File: src/rtl/reorder_pkg.sv
package reorder_pkg;

    typedef enum logic [1:0] {
        OP_BYTE_REV  = 2'b00,
        OP_HALF_SWAP = 2'b01,
        OP_LOW_SEXT  = 2'b10,
        OP_BIT_REV   = 2'b11
    } reorder_op_e;

    typedef enum logic [1:0] {
        ST_EMPTY = 2'b00,
        ST_WRITE = 2'b01,
        ST_SKIP  = 2'b10,
        ST_FAULT = 2'b11
    } slot_state_e;

endpackage

File: src/rtl/reorder_core.sv
module reorder_core
    import reorder_pkg::*;
#(
    parameter int DATA_W = 32,
    parameter int BYTE_W = 8
) (
    input  logic [1:0]        op,
    input  logic [DATA_W-1:0] operand,
    output logic [DATA_W-1:0] result
);
    localparam int N_BYTES  = DATA_W / BYTE_W;
    localparam int HALF_W   = DATA_W / 2;
    localparam int HALF_BYT = HALF_W / BYTE_W;

    logic [DATA_W-1:0] byte_rev;
    logic [DATA_W-1:0] half_swap;
    logic [DATA_W-1:0] low_sext;
    logic [DATA_W-1:0] bit_rev;

    for (genvar b = 0; b < N_BYTES; b++) begin : g_byte_rev
        assign byte_rev[b*BYTE_W +: BYTE_W] = operand[(N_BYTES-1-b)*BYTE_W +: BYTE_W];
    end

    for (genvar h = 0; h < 2; h++) begin : g_half
        for (genvar b = 0; b < HALF_BYT; b++) begin : g_byte
            assign half_swap[h*HALF_W + b*BYTE_W +: BYTE_W] =
                operand[h*HALF_W + (HALF_BYT-1-b)*BYTE_W +: BYTE_W];
        end
    end

    assign low_sext = {{HALF_W{half_swap[HALF_W-1]}}, half_swap[HALF_W-1:0]};

    for (genvar i = 0; i < DATA_W; i++) begin : g_bit_rev
        assign bit_rev[i] = operand[DATA_W-1-i];
    end

    always_comb begin
        unique case (reorder_op_e'(op))
            OP_BYTE_REV:  result = byte_rev;
            OP_HALF_SWAP: result = half_swap;
            OP_LOW_SEXT:  result = low_sext;
            OP_BIT_REV:   result = bit_rev;
            default:      result = byte_rev;
        endcase
    end

endmodule

File: src/rtl/index_guard.sv
module index_guard #(
    parameter int IDX_W  = 4,
    parameter int SP_IDX = 13,
    parameter int PC_IDX = 15
) (
    input  logic [IDX_W-1:0] dst_idx,
    input  logic [IDX_W-1:0] src_idx,
    output logic             illegal
);
    localparam logic [IDX_W-1:0] SP_CODE = IDX_W'(SP_IDX);
    localparam logic [IDX_W-1:0] PC_CODE = IDX_W'(PC_IDX);

    logic dst_bad;
    logic src_bad;

    assign dst_bad = (dst_idx == SP_CODE) || (dst_idx == PC_CODE);
    assign src_bad = (src_idx == SP_CODE) || (src_idx == PC_CODE);
    assign illegal = dst_bad || src_bad;

endmodule

File: src/rtl/byte_bit_reorder.sv
module byte_bit_reorder
    import reorder_pkg::*;
#(
    parameter int DATA_W = 32,
    parameter int IDX_W  = 4,
    parameter int SP_IDX = 13,
    parameter int PC_IDX = 15
) (
    input  logic              clk,
    input  logic              rst,
    input  logic              in_valid,
    input  logic [1:0]        in_op,
    input  logic [DATA_W-1:0] in_operand,
    input  logic [IDX_W-1:0]  in_dst_idx,
    input  logic [IDX_W-1:0]  in_src_idx,
    input  logic              in_cond_pass,
    output logic              out_valid,
    output logic              out_wr_en,
    output logic              out_illegal,
    output logic [DATA_W-1:0] out_result,
    output logic [IDX_W-1:0]  out_dst_idx
);
    slot_state_e       state_q;
    slot_state_e       state_d;
    logic [DATA_W-1:0] reordered;
    logic              bad_index;
    logic [DATA_W-1:0] result_q;
    logic [IDX_W-1:0]  dst_q;

    reorder_core #(
        .DATA_W (DATA_W),
        .BYTE_W (8)
    ) u_core (
        .op      (in_op),
        .operand (in_operand),
        .result  (reordered)
    );

    index_guard #(
        .IDX_W  (IDX_W),
        .SP_IDX (SP_IDX),
        .PC_IDX (PC_IDX)
    ) u_guard (
        .dst_idx (in_dst_idx),
        .src_idx (in_src_idx),
        .illegal (bad_index)
    );

    // Next outcome: fault outranks a failed condition, which outranks a write.
    always_comb begin
        if (!in_valid) begin
            state_d = ST_EMPTY;
        end else if (bad_index) begin
            state_d = ST_FAULT;
        end else if (!in_cond_pass) begin
            state_d = ST_SKIP;
        end else begin
            state_d = ST_WRITE;
        end
    end

    always_ff @(posedge clk) begin
        if (rst) begin
            state_q <= ST_EMPTY;
        end else begin
            state_q <= state_d;
        end
    end

    // Data path captures only on valid input and otherwise holds.
    always_ff @(posedge clk) begin
        if (rst) begin
            result_q <= '0;
            dst_q    <= '0;
        end else if (in_valid) begin
            result_q <= reordered;
            dst_q    <= in_dst_idx;
        end
    end

    always_comb begin
        out_valid   = 1'b0;
        out_wr_en   = 1'b0;
        out_illegal = 1'b0;
        unique case (state_q)
            ST_EMPTY: begin
            end
            ST_WRITE: begin
                out_valid = 1'b1;
                out_wr_en = 1'b1;
            end
            ST_SKIP: begin
                out_valid = 1'b1;
            end
            ST_FAULT: begin
                out_valid   = 1'b1;
                out_illegal = 1'b1;
            end
            default: begin
            end
        endcase
    end

    assign out_result  = result_q;
    assign out_dst_idx = dst_q;

endmodule

File: config.mk
export PLATFORM = sky130hd
export DESIGN_NAME = byte_bit_reorder
export DESIGN_NICKNAME = d
export VERILOG_FILES = /design/src/rtl/reorder_pkg.sv /design/src/rtl/reorder_core.sv /design/src/rtl/index_guard.sv /design/src/rtl/byte_bit_reorder.sv
export SDC_FILE = /design/constraint.sdc
export NUM_CORES = 1
export LEC_CHECK = 0
export ABC_AREA = 1
export ABC_CLOCK_PERIOD_IN_PS = 1100
export BUFFER_PORTS_ARGS = -buffer_cell sky130_fd_sc_hd__buf_4
export CELL_PAD_IN_SITES_DETAIL_PLACEMENT = 1
export CELL_PAD_IN_SITES_GLOBAL_PLACEMENT = 2
export CORE_ASPECT_RATIO = 1.2
export CORE_MARGIN = 8
export CORE_UTILIZATION = 25
export DETAILED_ROUTE_END_ITERATION = 6
export PLACE_DENSITY = 0.79
export SETUP_SLACK_MARGIN = 0.05
export SYNTH_ARGS = -nofsm -noshare
export SYNTH_HDL_FRONTEND = slang
export SYNTH_HIERARCHICAL = 1
export SYNTH_SLANG_ARGS = --single-unit
export TNS_END_PERCENT = 5
File: constraint.sdc
create_clock -name clk -period 1.1 [get_ports clk]
set_input_delay 0 -clock clk [delete_from_list [all_inputs] [get_ports clk]]
set_output_delay 0 -clock clk [all_outputs]
set_load 0.005 [all_outputs]
# Yosys cells after proc, flatten, opt, wreduce, memory -nomap -nowiden
# Cells that the tools add are included.
# Widths: inputs -> output; s select.
[op_classes]
add_sub_neg = 0
mul = 0
div = 0
magnitude_cmp = 0
eq_ne = 10
shift = 0
n_mux = 6
bitwise = 1
n_reduce_logical = 6
[op_table]
columns = ["operator", "n"]
rows = [
  ["$pmux 32 s4", 1],
  ["$eq 4x4->1 const B", 4],
  ["$eq 2x2->1 const B", 4],
  ["$eq 2x1->1 const B", 2],
  ["$mux 2", 2],
  ["$logic_or 1x1->1", 3],
  ["$mux 1", 3],
  ["$reduce_or 3->1", 1],
  ["$logic_not 2->1", 1],
  ["$reduce_or 2->1", 1],
  ["$not 1->1", 1],
]
[word_totals]
ff_bits = 38
latch_bits = 0
mem_bits_rw = 0
rom_bits = 0
in_bits = 46
out_inout_bits = 39
wordCells = 26
mem_count = 0

# Depth between registers and ports, before layout
[depth]
word_depth = 4
ltp_mapped = 10
ltp_nobuf = 8

# Hierarchy
# Netlist, hierarchy kept.
[by_module_without_submodules]
columns = ["module", "n_inst", "cells_each", "area_per_inst_um2", "seq_area_each_um2"]
rows = [
  ["byte_bit_reorder", 1, 240, 1600.3, 760.7],
  ["reorder_core", 1, 149, 748.2, 0.0],
  ["index_guard", 1, 3, 13.8, 0.0],
]

# Worst setup path after synthesis
# No wires, ideal clock.
[synth_timing]
kind = "input to register"
start = "in in_op[0]"
end = "reg result_q[10], in the netlist out_result[10]"
setup_time_ns = 0.113
arrival_time_ns = 0.732
required_time_ns = 0.987
path_slack_ns = 0.255
cell_stages = 10
n_path_buf = 2
cell_sequence = "buf_4 inv_2 nand2_2 buf_4 nand3_1 nand3_1 inv_1 nand2_1 nand2_1 nor2_1"
[synth_via]
elab_chain_len = 2
word_cells_on_any_way = 5
cone_classes = "eq/ne: 3; mux: 1; reduce/logical: 1"
[synth_lines]
columns = ["element", "line_no", "source"]
rows = [
  ["start: declaration", "byte_bit_reorder.sv:12", "input logic [1:0] in_op,"],
  ["$eq 2x2->1 (tied with other cells)", "reorder_core.sv:38", "unique case (reorder_op_e'(op))"],
  ["$pmux 32 s4 (*)", "reorder_core.sv:38", ""],
  ["net reordered[10]", "byte_bit_reorder.sv:25", "logic [DATA_W-1:0] reordered;"],
  ["end signal: assignment", "byte_bit_reorder.sv:76", "result_q <= reordered;"],
  ["end: declaration", "byte_bit_reorder.sv:27", "logic [DATA_W-1:0] result_q;"],
]
# Mark *: on every way through the listed nets, which the timed path passes. The rest lies on a longest branch.
# A chain may end at the register's enable or synchronous reset.

# Worst setup path in the final report
[layout_timing]
start = "reg state_q[1]"
end = "out out_valid"
[layout_via]
elab_chain_len = 3
word_cells_on_any_way = 5
cone_classes = "eq/ne: 3; mux: 1; reduce/logical: 1"
[layout_lines]
columns = ["element", "line_no", "source"]
rows = [
  ["start: declaration", "byte_bit_reorder.sv:23", "slot_state_e state_q;"],
  ["start signal: assignment", "byte_bit_reorder.sv:66", "state_q <= state_d;"],
  ["$eq 2x2->1 / $eq 2x1->1 (equally long branches)", "byte_bit_reorder.sv:85", "unique case (state_q)"],
  ["$reduce_or 3->1 (no source line) (*)", "-", ""],
  ["$mux 1 (*)", "byte_bit_reorder.sv:85", ""],
  ["end: declaration", "byte_bit_reorder.sv:17", "output logic out_valid,"],
]
# Mark *: on every way between the ends. The rest lies on a longest branch, timed or not.

==> results.sh <==
export IMPL_gr_total_overflow=0
export IMPL_rsz0062_at_grt="no"
export IMPL_initialDrtViolationCount=61
export IMPL_power_switching_mw=1.13
export IMPL_cp_arrival_ns=1.02
export IMPL_combPwrFrac_pct=23.4
export IMPL_grt_pass1_wl_mm=14.6
export IMPL_cts_buffer_depth=2
export IMPL_synth_top_cell_by_area="dfxtp_1"
export IMPL_slew_viol_final=0
export IMPL_syn_area_per_cell_um2=6.03
export IMPL_swShare_pct=27.0
export IMPL_cp_end_kind="primary output"
export IMPL_p_per_area_nw_per_um2=1280
export IMPL_synthTopCellsByArea="dfxtp_1 32%, nand2_1 20%, nand3_1 14%, nor2_1 12%, inv_1 6.4%"
export IMPL_seq_area_frac_synth_pct=32.2
export IMPL_num_vias=2730
export IMPL_die_area_um2=12800
export IMPL_fin_crit_ns=1.02
export IMPL_cts_tree="yes"
export IMPL_initial_core_util_pct=25.2
export IMPL_critical_path_class="reg -> out"
export IMPL_p_leak_nw=1.75
export IMPL_wl_mm=8.56
export IMPL_synthesis_area_um2=2360
export IMPL_antenna_left=0
export IMPL_port_buffers=83
export IMPL_async_flop_share_pct=0
export IMPL_post_place_cells=589
export IMPL_synth_top_area_share_pct=32.2
export IMPL_min_from="in_dst_idx[2]"
export IMPL_syn2layout_area_growth_pct=39.0
export IMPL_fin_worst_skew_ns=0
export IMPL_hold_class="in -> reg"
export IMPL_cp_required_ns=1.10
export IMPL_fp_dieW_um=105
export IMPL_stdcell_area_um2=3280
export IMPL_relSlewSlack_pct=80.0
export IMPL_synth_warning_count=6
export IMPL_root_buffer="clkbuf_16"
export IMPL_antenna_found_initial=0
export IMPL_internal_power_mw=3.07
export IMPL_p_clk_share_pct=40.0
export IMPL_synthFlopType="dfxtp_1"
export IMPL_instances_no_fill=597
export IMPL_dp_slack_ns=-0.0199
export IMPL_finalWeightedCongestion=0.819
export IMPL_max_freq_mhz=981
export IMPL_maxCapViolCount=0
export IMPL_crit_fanout=3
export IMPL_drive_above_1_share_pct=24.7
export IMPL_syn_inst=392
export IMPL_antennaDiodeCount=0
export IMPL_syn_num_nets=438
export IMPL_io_pins=85
export IMPL_synth_seq_cells=38
export IMPL_worstSkewPairLatency_ns=0.28
export IMPL_coreArea_um2=9370
export IMPL_dr_pass1_iters=4
export IMPL_num_rows=39
export IMPL_status="finished, final reports clean"
export IMPL_cts_buffers=5
export IMPL_finalSetupViolCount=0
export IMPL_seq_power_share_pct=36.7
export IMPL_grt_usage_pct=13.9
export IMPL_synth_common_cells="123 x nand2_1, 75 x nor2_1, 66 x nand3_1"
export IMPL_r2r_start="out_result[22]$_SDFFE_PP0P_"
export IMPL_wl_per_cell_um=14.3
export IMPL_grt_max_degree=38
export IMPL_synth_edf_count=0
export IMPL_place_area_um2=3100
export IMPL_ys_types=17
export IMPL_grt_pass1_vias=2936
export IMPL_dp_hpwl_mm=6.69
export IMPL_crit_start="state_q[1]$_SDFF_PP0_"
export IMPL_cts_sinks=38
export IMPL_clkSlewWorstSetupHoldPaths_ns=0.06
export IMPL_vdd_drop_max_mv=0.574
export IMPL_htreeDepth=2
export IMPL_fill_cells=1249
export IMPL_viasPerCell=4.57
export IMPL_post_route_period_util_pct=92.7
export IMPL_setup_worst_path_start_class="flip-flop"
export IMPL_post_route_drc_count=0
export IMPL_synth_most_common_cell="nand2_1"
export IMPL_fp_dieH_um=122
export IMPL_p_total_mw=4.20
export IMPL_setup_tns_ns=0
export IMPL_tightest_slew_ns=0.298
export IMPL_fin_nets=520
export IMPL_setup_slack_ns=0.0803
export IMPL_hold_viol=0
## cell type report
| type | instances | area (um^2) | area share, % |
|---|---|---|---|
| inverters | 43 | 164 | 4.99 |
| multi-input cells | 286 | 1230 | 37.4 |
| well taps | 123 | 154 | 4.69 |
| clock buffers | 6 | 139 | 4.23 |
| repair buffers | 100 | 807 | 24.6 |
| clock inverters | 1 | 30.0 | 0.915 |
| flip-flops and latches | 38 | 762 | 23.2 |
## cells by family (layout without fill, tap and decap cells)
family	count (synthesis)	count (layout)	synth area share, %
compound gates	1	1	0.371
simple gates	285	285	51.6
buf+inv	68	150	15.8
flops	38	38	32.2
## layout by cell type, fill, tap and decap left out, drive strengths merged
master       instances
nor2                76
a21oi                1
buf                 99
nand3               67
dlygate4sd3          1
nand2              126
or2                  1
inv                 43
nand4               15
dfxtp               38
clkbuf               6
bufinv               1
## path summary, 6_finish.rpt
| check | end | depth (start not counted) | slack, ns |
|---|---|---|---|
| worst min register to register | out_result[21]$_SDFFE_PP0P_ | 2 | 0.47 |
| worst min-delay path | out_dst_idx[2]$_SDFFE_PP0P_ | 5 | 0.02 |
| worst max register to register | out_result[22]$_SDFFE_PP0P_ | 2 | 0.54 |
| worst max-delay path | out_valid | 2 | 0.08 |
## critical path, cell delays in order (launching register included)
cell and delay [ns]:
dfxtp_2 0.32, or2_2 0.30, buf_6 0.12
## flip-flops by register name, indices dropped and copies added (netlist names)
register,count
out_dst_idx,4
out_result,32
state_q,2
## power by group through the flow
| stage | Combinational [mW] | Clock (mW) | Sequential [mW] |
|---|---|---|---|
| final | 0.981 | 1.68 | 1.54 |
| after global routing | 1.12 | 1.80 | 1.55 |
| after CTS | 1.01 | 1.73 | 1.54 |
| after detailed placement | 0.998 | 0 | 1.57 |
| after global placement | 0.978 | 0 | 1.56 |
| after floorplan | 0.519 | 0 | 1.57 |
## metal layers
| metal | GRT usage, % | vias to the layer above | share of wire (%) |
|---|---|---|---|
| met5 | 0 | - | 0 |
| li1 | - | 1374 | - |
| met4 | 4.29 | 0 | 1.2 |
| met2 | 24.3 | 58 | 50 |
| met1 | 16.5 | 1293 | 44 |
| met3 | 3.20 | 5 | 4.2 |
## through the flow
step	utilization [%]	hold slack, ns
final	35.0	0.0161
after global routing	35.0	0.0626
after CTS	35.0	0.0140
after detailed placement	33.1	0.191
after global placement	33.1	0.185
after floorplan	-	0.0822
## timing repair
item | in CTS | in global routing
endpoints found under the hold margin | 2 | 0
setup buffers | 0 | 0
resized for setup | 0 | 2
hold buffers | 1 | 0
setup endpoints to repair | 0 | 1
Power figures use the tool's default switching activity.
